<file path="src/rtl/sqbw_pkg.sv">
// Package: shared constants and the flush request record for the dual
// store queue burst writer. Field positions here are fixed by the
// command address layout that software uses.
package sqbw_pkg;
    localparam int SQ_NUM     = 2;
    localparam int WORD_W     = 32;
    localparam int SQ_WORDS   = 8;
    localparam int IDX_W      = $clog2(SQ_WORDS);
    localparam int UPPER_W    = 3;
    localparam int CPU_AW     = 32;
    localparam int LOW_W      = 5;
    localparam int QSEL_BIT   = 5;
    localparam int IDX_LSB    = 2;
    localparam int MID_LSB    = 6;
    localparam int MID_MSB    = 25;
    localparam int MID_W      = MID_MSB - MID_LSB + 1;
    localparam int TAG_LSB    = 26;
    localparam int TAG_W      = 6;
    localparam logic [TAG_W-1:0] WINDOW_TAG = 6'b111000;
    localparam int EXT_AW     = UPPER_W + MID_W + 1 + LOW_W;

    typedef struct packed {
        logic               qid;
        logic [UPPER_W-1:0] upper;
        logic [MID_W-1:0]   mid;
    } flush_req_t;

    localparam int REQ_W = $bits(flush_req_t);

    // Assemble the aligned external burst address from a request.
    function automatic logic [EXT_AW-1:0] burst_addr(input flush_req_t r);
        return {r.upper, r.mid, r.qid, {LOW_W{1'b0}}};
    endfunction
endpackage

</file>
<file path="src/rtl/sqbw_queue_store.sv">
// Module: one write-combining queue of DEPTH words.
// Writes land at wr_idx. The burst engine reads any word combinationally
// through rd_idx. Assumes the caller never writes while 'locked'
// (the queue is queued for or in a burst). Contents persist across flushes.
module sqbw_queue_store #(
    parameter int WORD_W = 32,
    parameter int DEPTH  = 8
) (
    input  logic                       clk,
    input  logic                       rst_n,
    input  logic                       wr_en,
    input  logic [$clog2(DEPTH)-1:0]   wr_idx,
    input  logic [WORD_W-1:0]          wr_data,
    input  logic                       locked,
    input  logic [$clog2(DEPTH)-1:0]   rd_idx,
    output logic [WORD_W-1:0]          rd_data
);
    logic [WORD_W-1:0] words [DEPTH];

    // Store one word, clearing everything on reset.
    always_ff @(posedge clk) begin
        if (!rst_n) begin
            for (int i = 0; i < DEPTH; i++) begin
                words[i] <= '0;
            end
        end else if (wr_en) begin
            words[wr_idx] <= wr_data;
        end
    end

    // Present the word the burst engine is sending.
    assign rd_data = words[rd_idx];

    // a queue owned by a burst must never be overwritten.
    assert_no_write_while_draining_R7: assert property (
        @(posedge clk) disable iff (!rst_n) wr_en |-> !locked
    ) else $error("write into locked queue");
endmodule

</file>
<file path="src/rtl/sqbw_flush_order.sv">
// Module: small FIFO of accepted flush requests. The head entry is the
// burst being sent. The entries behind it wait in acceptance order.
// Assumes the caller never pushes when full or pops when empty. Push and
// pop may happen in the same cycle.
module sqbw_flush_order #(
    parameter int ENTRY_W = 24,
    parameter int DEPTH   = 2
) (
    input  logic               clk,
    input  logic               rst_n,
    input  logic               push,
    input  logic [ENTRY_W-1:0] push_data,
    input  logic               pop,
    output logic               not_empty,
    output logic [ENTRY_W-1:0] head
);
    localparam int PTR_W = (DEPTH > 1) ? $clog2(DEPTH) : 1;
    localparam int CNT_W = $clog2(DEPTH + 1);

    logic [ENTRY_W-1:0] slots [DEPTH];
    logic [PTR_W-1:0]   wr_ptr, rd_ptr;
    logic [CNT_W-1:0]   count;
    logic               full;

    // Advance a pointer with wrap at DEPTH.
    function automatic logic [PTR_W-1:0] bump(input logic [PTR_W-1:0] p);
        return (p == PTR_W'(DEPTH - 1)) ? '0 : p + PTR_W'(1);
    endfunction

    assign full      = (count == CNT_W'(DEPTH));
    assign not_empty = (count != '0);
    assign head      = slots[rd_ptr];

    // Write the new request into the tail slot.
    always_ff @(posedge clk) begin
        if (!rst_n) begin
            for (int i = 0; i < DEPTH; i++) begin
                slots[i] <= '0;
            end
        end else if (push) begin
            slots[wr_ptr] <= push_data;
        end
    end

    // Track pointers and occupancy.
    always_ff @(posedge clk) begin
        if (!rst_n) begin
            wr_ptr <= '0;
            rd_ptr <= '0;
            count  <= '0;
        end else begin
            if (push) wr_ptr <= bump(wr_ptr);
            if (pop)  rd_ptr <= bump(rd_ptr);
            if (push && !pop)      count <= count + CNT_W'(1);
            else if (pop && !push) count <= count - CNT_W'(1);
        end
    end

    // ordering relies on no request ever being dropped.
    assert_no_overflow_R9: assert property (
        @(posedge clk) disable iff (!rst_n) push |-> (!full || pop)
    ) else $error("flush order list overflow");

    // a burst may only finish when one was started.
    assert_no_underflow_R3: assert property (
        @(posedge clk) disable iff (!rst_n) pop |-> not_empty
    ) else $error("flush order list underflow");
endmodule

</file>
<file path="src/rtl/sqbw_burst_engine.sv">
// Module: sends the head flush request as BEATS consecutive words with
// valid/ready handshakes. It selects the queue word through beat_qid and
// beat_idx and flags the final beat. Assumes the request stays at the head
// until 'done'.
module sqbw_burst_engine
    import sqbw_pkg::*;
#(
    parameter int BEATS   = 8,
    parameter int DATA_W  = 32
) (
    input  logic                      clk,
    input  logic                      rst_n,
    input  logic                      req_valid,
    input  flush_req_t                req_head,
    input  logic [DATA_W-1:0]         beat_data,
    output logic                      beat_qid,
    output logic [$clog2(BEATS)-1:0]  beat_idx,
    output logic                      mem_valid,
    input  logic                      mem_ready,
    output logic [EXT_AW-1:0]         mem_addr,
    output logic [DATA_W-1:0]         mem_data,
    output logic                      mem_last,
    output logic                      done
);
    localparam int CNT_W = $clog2(BEATS);

    logic [CNT_W-1:0] cnt;
    logic             fire;

    // Drive the beat from the head request and current word count.
    always_comb begin
        mem_valid = req_valid;
        mem_addr  = burst_addr(req_head);
        mem_data  = beat_data;
        mem_last  = (cnt == CNT_W'(BEATS - 1));
        beat_qid  = req_head.qid;
        beat_idx  = cnt;
        fire      = mem_valid && mem_ready;
        done      = fire && mem_last;
    end

    // Step through the words on each accepted beat.
    always_ff @(posedge clk) begin
        if (!rst_n) begin
            cnt <= '0;
        end else if (fire) begin
            cnt <= mem_last ? '0 : cnt + CNT_W'(1);
        end
    end

    // a stalled beat keeps its address and data.
    assert_beat_held_R3: assert property (
        @(posedge clk) disable iff (!rst_n)
        (mem_valid && !mem_ready) |=> (mem_valid && $stable(mem_addr) && $stable(mem_data))
    ) else $error("beat changed under backpressure");

    // the final-beat flag is not withdrawn while stalled.
    assert_last_held_R3: assert property (
        @(posedge clk) disable iff (!rst_n)
        (mem_valid && mem_last && !mem_ready) |=> mem_last
    ) else $error("last flag dropped while stalled");
endmodule

</file>
<file path="src/rtl/sq_burst_writer.sv">
// Module: top of the dual store queue burst writer. It decodes CPU
// commands in the reserved window, steers writes into the two queues,
// holds per-queue busy flags and upper-address fields, and orders flushes
// into the burst engine. Assumes at most one CPU command per cycle. A
// command is taken on the edge where cpu_valid and cpu_ready are both high.
module sq_burst_writer
    import sqbw_pkg::*;
(
    input  logic                 clk,
    input  logic                 rst_n,
    input  logic                 cpu_valid,
    input  logic                 cpu_flush,
    input  logic [CPU_AW-1:0]    cpu_addr,
    input  logic [WORD_W-1:0]    cpu_wdata,
    output logic                 cpu_ready,
    input  logic                 upw_en,
    input  logic                 upw_qsel,
    input  logic [UPPER_W-1:0]   upw_value,
    output logic                 mem_valid,
    input  logic                 mem_ready,
    output logic [EXT_AW-1:0]    mem_addr,
    output logic [WORD_W-1:0]    mem_data,
    output logic                 mem_last
);
    logic                  in_window;
    logic                  qsel;
    logic [IDX_W-1:0]      widx;
    logic [SQ_NUM-1:0]     sel_oh;
    logic [SQ_NUM-1:0]     q_busy;
    logic                  take, wr_take, fl_take;
    logic [UPPER_W-1:0]    upper_r [SQ_NUM];
    flush_req_t            new_req;
    flush_req_t            head_req;
    logic [REQ_W-1:0]      head_bits;
    logic                  head_valid;
    logic                  beat_qid;
    logic [IDX_W-1:0]      beat_idx;
    logic [WORD_W-1:0]     rd_word [SQ_NUM];
    logic                  done;
    logic                  unused_low;

    // Decode the command address and decide whether to accept it.
    always_comb begin
        in_window = (cpu_addr[TAG_LSB +: TAG_W] == WINDOW_TAG);
        qsel      = cpu_addr[QSEL_BIT];
        widx      = cpu_addr[IDX_LSB +: IDX_W];
        sel_oh    = SQ_NUM'(1) << qsel;
        cpu_ready = !(cpu_valid && in_window && q_busy[qsel]);
        take      = cpu_valid && in_window && !q_busy[qsel];
        wr_take   = take && !cpu_flush;
        fl_take   = take && cpu_flush;
        new_req.qid   = qsel;
        new_req.upper = upper_r[qsel];
        new_req.mid   = cpu_addr[MID_MSB:MID_LSB];
    end

    assign unused_low = ^cpu_addr[IDX_LSB-1:0];

    // Hold the per-queue upper address fields.
    always_ff @(posedge clk) begin
        if (!rst_n) begin
            for (int i = 0; i < SQ_NUM; i++) begin
                upper_r[i] <= '0;
            end
        end else if (upw_en) begin
            upper_r[upw_qsel] <= upw_value;
        end
    end

    // Mark a queue busy from flush acceptance until its final beat.
    always_ff @(posedge clk) begin
        if (!rst_n) begin
            q_busy <= '0;
        end else begin
            q_busy <= (q_busy | (fl_take ? sel_oh : '0))
                      & ~(done ? (SQ_NUM'(1) << beat_qid) : '0);
        end
    end

    // One storage block per queue.
    for (genvar gi = 0; gi < SQ_NUM; gi++) begin : g_queue
        sqbw_queue_store #(
            .WORD_W (WORD_W),
            .DEPTH  (SQ_WORDS)
        ) store_i (
            .clk     (clk),
            .rst_n   (rst_n),
            .wr_en   (wr_take && sel_oh[gi]),
            .wr_idx  (widx),
            .wr_data (cpu_wdata),
            .locked  (q_busy[gi]),
            .rd_idx  (beat_idx),
            .rd_data (rd_word[gi])
        );

        // a busy flag clears only on this queue's completed final beat.
        assert_busy_clears_on_last_R7: assert property (
            @(posedge clk) disable iff (!rst_n)
            $fell(q_busy[gi]) |-> $past(mem_valid && mem_ready && mem_last
                                        && (mem_addr[QSEL_BIT] == 1'(gi)))
        ) else $error("busy flag cleared without a final beat");
    end

    sqbw_flush_order #(
        .ENTRY_W (REQ_W),
        .DEPTH   (SQ_NUM)
    ) order_i (
        .clk       (clk),
        .rst_n     (rst_n),
        .push      (fl_take),
        .push_data (new_req),
        .pop       (done),
        .not_empty (head_valid),
        .head      (head_bits)
    );

    assign head_req = flush_req_t'(head_bits);

    sqbw_burst_engine #(
        .BEATS  (SQ_WORDS),
        .DATA_W (WORD_W)
    ) engine_i (
        .clk       (clk),
        .rst_n     (rst_n),
        .req_valid (head_valid),
        .req_head  (head_req),
        .beat_data (rd_word[beat_qid]),
        .beat_qid  (beat_qid),
        .beat_idx  (beat_idx),
        .mem_valid (mem_valid),
        .mem_ready (mem_ready),
        .mem_addr  (mem_addr),
        .mem_data  (mem_data),
        .mem_last  (mem_last),
        .done      (done)
    );

    // the queue being sent is always held busy.
    assert_sending_queue_busy_R8: assert property (
        @(posedge clk) disable iff (!rst_n)
        mem_valid |-> q_busy[mem_addr[QSEL_BIT]]
    ) else $error("burst from a queue not marked busy");
endmodule

</file>
<file path="config.mk">
export PLATFORM = sky130hd
export DESIGN_NAME = sq_burst_writer
export DESIGN_NICKNAME = d
export VERILOG_FILES = /design/src/rtl/sqbw_pkg.sv /design/src/rtl/sqbw_queue_store.sv /design/src/rtl/sqbw_flush_order.sv /design/src/rtl/sqbw_burst_engine.sv /design/src/rtl/sq_burst_writer.sv
export SDC_FILE = /design/constraint.sdc
export NUM_CORES = 1
export LEC_CHECK = 0
export BUFFER_PORTS_ARGS = -buffer_cell sky130_fd_sc_hd__buf_2
export CAP_MARGIN = 20
export CORE_AREA = 2 2 265 267
export CTS_CLUSTER_DIAMETER = 100
export CTS_CLUSTER_SIZE = 24
export DETAILED_ROUTE_END_ITERATION = 10
export DIE_AREA = 0 0 267 269
export GPL_TIMING_DRIVEN = 0
export MAX_ROUTING_LAYER = met4
export PLACE_DENSITY = 0.67
export SETUP_SLACK_MARGIN = 0.2
export SLEW_MARGIN = 10
export SYNTH_ARGS = -nofsm -noshare
export SYNTH_HDL_FRONTEND = slang
export SYNTH_SLANG_ARGS = --single-unit
</file>
<file path="constraint.sdc">
create_clock -name clk -period 6.48 [get_ports clk]
set_clock_uncertainty 0.05 [all_clocks]
set_input_delay 1.296 -clock clk [delete_from_list [all_inputs] [get_ports clk]]
set_output_delay 1.296 -clock clk [all_outputs]
set_load 0.01 [all_outputs]
</file>
; ---- Word-level counts from Yosys, hierarchy flattened
; Memory sizes are Yosys's and may differ from the RTL's. A register that Yosys moved wholly into a read port is not among the register bits.
; Cells that the tools add are included.
[totals]
ram_bits = 566
wordCells = 89
n_memories = 4
inputBits = 74
register_bits = 9
[memory_table]
columns = name, words, word_bits, rd, rd_ports_with_merged_regs, wr, line
row1 = g_queue[0].store_i.words, 8, 32, 1, 1, 8, sqbw_queue_store.sv:18  ; logic [WORD_W-1:0] words [DEPTH];
row2 = g_queue[1].store_i.words, 8, 32, 1, 1, 8, sqbw_queue_store.sv:18
row3 = order_i.slots, 2, 24, 1, 1, 2, sqbw_flush_order.sv:20  ; logic [ENTRY_W-1:0] slots [DEPTH];
row4 = upper_r, 2, 3, 1, 0, 2, sq_burst_writer.sv:31  ; logic [UPPER_W-1:0] upper_r [SQ_NUM];
[op_classes]
bitwise = 4
n_eq_ne = 2
n_mux = 43
reduce_logical = 22
addsub = 5
magnitude_cmp = 2
shifts = 2
[op_table]
columns = op, count
row1 = 32-bit two-way mux, 5
row2 = 32-bit OR reduction, 2
row3 = 1-bit two-way mux, 25
row4 = 24-bit two-way mux, 1
row5 = 3-bit two-way mux, 8
row6 = 24-bit OR reduction, 1
row7 = 1-bit logical AND, 11
row8 = 2-bit two-way mux, 4
row9 = "6-bit equality test, second input constant", 1
row10 = 1-bit logical NOT, 5
row11 = 2-bit nonzero test, 2
row12 = "1-bit by 1-bit left shift with 2-bit output, first input constant", 2
row13 = "3-bit by 1-bit adder with 3-bit output, second input constant", 1
row14 = "3-bit equality test, second input constant", 1
row15 = 3-bit OR reduction, 1
row16 = "1-bit adder, second input constant", 2
row17 = "2-bit by 1-bit adder with 2-bit output, second input constant", 1
row18 = 2-bit AND, 1
row19 = "2-bit >= comparator, second input constant", 1
row20 = "1-bit by 2-bit less-than comparator with 1-bit output, second input constant", 1
row21 = 1-bit inverter with 2-bit output, 1
row22 = 2-bit inverter, 1
row23 = 2-bit bitwise OR, 1
row24 = "2-bit by 1-bit subtractor with 2-bit output, second input constant", 1

; ---- Longest topological paths before layout
[depth]
depth_word = 11
depth_mapped = 8
mapped_depth_nobuf = 7

; ---- Hierarchy
; From an unflattened synthesis, not the netlist that was laid out.
[hier_totals]
cells_unflattened = 1791
hier_area_um2 = 26660.6
[by_module_without_submodules]
columns = module, seq_area_each_um2, cells_per_inst, n_inst, area_per_inst_um2
row1 = sqbw_queue_store, 7687.4, 729, 2, 11458.5
row2 = sqbw_flush_order, 1541.5, 178, 1, 2257.2
row3 = sq_burst_writer, 220.2, 76, 1, 847.1
row4 = sqbw_burst_engine, 60.1, 79, 1, 639.4

; ---- Worst setup path after synthesis
; OpenSTA, ideal clock, no wires.
[synth_timing]
path_type = input port to flip-flop
from = input cpu_addr[5]
to = memory g_queue[0].store_i.words[1][0] (enable)
arrival_ns = 4.538
cell_stages = 6
slack_ns = 1.426
path_cell_list = buf_2 mux2i_4 buf_6 nand4b_2 buf_2 o21ai_0
[synth_rtl]
columns = element, line
row1 = from (decl), sq_burst_writer.sv:13  ; input logic [CPU_AW-1:0] cpu_addr,
row2 = to (decl), sqbw_queue_store.sv:18

==> flow_metrics.env <==
export IMPL_result_of_the_run="finished, final reports clean"
export IMPL_commonest_non_fill_non_tap_cell_in_the_layout="edfxtp_1"
export IMPL_cts_made_buffers=28
export IMPL_post_route_worst_setup_slack_ns=1.81
export IMPL_grt_total_usage=0.227
export IMPL_gr_max_usage_layer="met2"
export IMPL_yosys_register_bits=579
export IMPL_regArea_um2=17300
export IMPL_finish_instance_area_um2=30600
export IMPL_ys_flop_type="edfxtp_1"
export IMPL_instance_area_at_placement_um2=29700
export IMPL_chipWidth_um=267
export IMPL_r2r_cells=5
export IMPL_nFillCells=6202
export IMPL_mappedNetlistArea_um2=27300
export IMPL_post_synth_cell_area_avg_um2=15.0
export IMPL_worst_pin_slew_ns=1.11
export IMPL_final_min_period_over_clock_period=0.721
export IMPL_count_of_flip_flops_with_a_built_in_enable_after_synthesis=566
export IMPL_global_route_usage_met2=0.352
export IMPL_ys_warnings_count=0
export IMPL_cts_sinks=579
export IMPL_layout_cells_non_filler=2959
export IMPL_grt_pass1_vias=17700
export IMPL_holdPathStages=2
export IMPL_dp_worst_setup_slack_ns=2.25
export IMPL_post_dr_wirelength_cell_um=27.2
export IMPL_drv_max_cap_violation_count=0
export IMPL_route_vias_total=17700
export IMPL_die_height_um=269
export IMPL_cp_top_family="buffers and inverters"
export IMPL_setup_tns_final_ns=0
export IMPL_placed_cells_incl_taps=2915
export IMPL_overflow=0
export IMPL_finish_net_count=2083
export IMPL_synth_async_sr_flop_share=0
export IMPL_post_synth_inst_count=1822
export IMPL_final_cell_mix="566 x edfxtp_1, 321 x nor3_1, 240 x nor3_2"
export IMPL_number_of_buffers_added_for_setup_after_cts=0
export IMPL_finalCriticalPeriod_ns=4.67
export IMPL_port_buffer_count=129
export IMPL_clock_root_buffer="clkbuf_16"
export IMPL_initial_antenna_violation_count=4
export IMPL_worst_path_max_fanout=10
export IMPL_timing_final_max_slew_violations=0
export IMPL_grt_start_max_net_pins=26
export IMPL_placeableCoreArea_um2=69300
export IMPL_cts_resized_gates=0
export IMPL_holdWs_ns=0.508
export IMPL_ys_types=42
export IMPL_cts_htree_levels=1
export IMPL_gp_congestion=0.921
export IMPL_io_pin_count=138
export IMPL_worst_path_most_repeated_cell="buf_2"
export IMPL_grt_setup_unrepaired="false"
export IMPL_met3_usage=0.0378
export IMPL_criticalPathCategory="reg -> out"
export IMPL_cts_hold_buffers_added=0
export IMPL_max_freq_ghz=0.214
export IMPL_number_of_iterations_in_the_first_detailed_routing_pass=5
export IMPL_route_antenna_remaining_nets=0
export IMPL_wirelength_um=80300
export IMPL_dp_final_hpwl_um=56700
export IMPL_wire_length_of_the_first_global_routing_pass_um=116000
export IMPL_final_number_of_hold_violating_endpoints=0
export IMPL_rows=97
export IMPL_critPathMaxStageDelay_ns=0.56
export IMPL_dieArea_um2=71800
export IMPL_area_occupied_by_multi_input_gates_um2=8830
export IMPL_routed_via_density=5.98
export IMPL_slew_limit_headroom=0.258
export IMPL_finalPower_mw=6.84
export IMPL_max_clock_path_buffers=3
export IMPL_total_power_per_unit_cell_area_nw_per_um2=224
export IMPL_critical_path_cell_by_cell="buf_2 -> mux2i_1 -> inv_1 -> buf_2 -> clkbuf_1 -> nand3_1 -> nand4_1 -> buf_2"
export IMPL_layout_drive_gt1_share=0.347
export IMPL_tritoncts="built"
export IMPL_start_util=0.393
export IMPL_grt_util_met1=0.303
export IMPL_cp_buffers_inverters=5
export IMPL_clk_latency_ns=0.61
export IMPL_holdCritPathClass="reg -> reg"
export IMPL_ys_seq_area_frac=0.633
export IMPL_critPathArrivalTime_ns=3.33
export IMPL_setup_worst_path_end_class="primary output"
export IMPL_drcViolationCount=0
export IMPL_worst_setup_path_start_kind="register"
export IMPL_total_leakage_power_nw=8.90
export IMPL_peakVddDrop_uv=219
export IMPL_post_cts_clock_slew_at_the_launch_and_capture_registers_of_the_worst_setup_and_hold_paths_ns=0.10
export IMPL_dr_first_iter_drc_count=2316
export IMPL_area_growth_pct=12.1
export IMPL_final_core_util=0.441
export IMPL_setup_violations_final=0
export IMPL_req_time_crit_path_ns=5.13
export IMPL_slowest_stage="mux2i_1"
export IMPL_cp_depth=8
==> logic make-up (layout without fill, tap and decap cells) <==
| logic type | Yosys count | count (layout) | share of synthesized area |
|---|---|---|---|
| AND/OR/NAND/NOR | 765 | 765 | 0.190 |
| flip-flops | 579 | 579 | 0.633 |
| buffers and inverters | 284 | 476 | 0.0506 |
| multiplexers | 158 | 158 | 0.118 |
| AO/OA/AOI/OAI | 29 | 29 | 0.00583 |
| adder cells (fa/ha/maj) | 3 | 3 | 0.00138 |
| XOR/XNOR | 3 | 3 | 0.000964 |
| other | 1 | 6 | 0.000138 |
==> power breakdown <==
group          switching, mW  internal, mW
sequential            0.0486          4.27
clock                   1.21         0.835
combinational          0.324         0.154
==> synth_stat cells, types with 6 or more instances <==
cell type,count,area share
edfxtp_1,566,0.62
nor3_1,321,0.059
nor3_2,240,0.088
nand3_1,130,0.024
mux4_2,128,0.11
clkbuf_1,103,0.014
buf_2,65,0.012
inv_1,55,0.0076
nand4_1,33,0.0076
buf_6,25,0.010
mux2_2,23,0.0095
buf_1,22,0.0030
o21ai_0,22,0.0040
dfxtp_1,13,0.0095
buf_4,12,0.0033
and2_1,10,0.0023
mux2i_1,6,0.0022
==> layer usage <==
layer,up-vias,part of all wire
li1,7430,-
met1,9002,0.38
met2,1087,0.47
met3,174,0.10
met4,0,0.042
met5,-,0
==> worst register-to-register path: cells and delay by family (launching register included) <==
kind                   cells  cell delay, ns
DFF                        1            0.35
muxes                      1            0.22
AOI/OAI and AO/OA          1            0.76
and+or+nand+nor            1            0.33
buffers and inverters      2            0.63
==> area by class of cell <==
| cell class | count | area share |
|---|---|---|
| sequential | 579 | 0.565 |
| inverter | 57 | 0.00700 |
| timing repair buffer | 150 | 0.0364 |
| multi-input combinational | 963 | 0.289 |
| buffer | 227 | 0.0382 |
| antenna | 1 | 0.0000819 |
| clock buffer | 41 | 0.0252 |
| clock inverter | 1 | 0.000983 |
| tap | 940 | 0.0385 |
==> flip-flops by register name, summed over array words and instances (netlist names), named ones only <==
register,count
order_i.rd_ptr,1
q_busy,2
order_i.wr_ptr,1
order_i.slots,48
g_queue.store_i.words,512
order_i.count,2
upper_r,6
engine_i.beat_idx,3
==> path summary, 6_finish.rpt <==
path / from / to / slack (ns)
worst max-delay path: register / mem_data[19] / 1.81
worst min-delay path: engine_i.beat_idx[0] / register / 0.51
worst max register to register: q_busy[0] / g_queue[0].store_i.words[2][29] / 3.83
worst min register to register: engine_i.beat_idx[0] / register / 0.51
No activity file was read; power rests on OpenSTA's default activity.
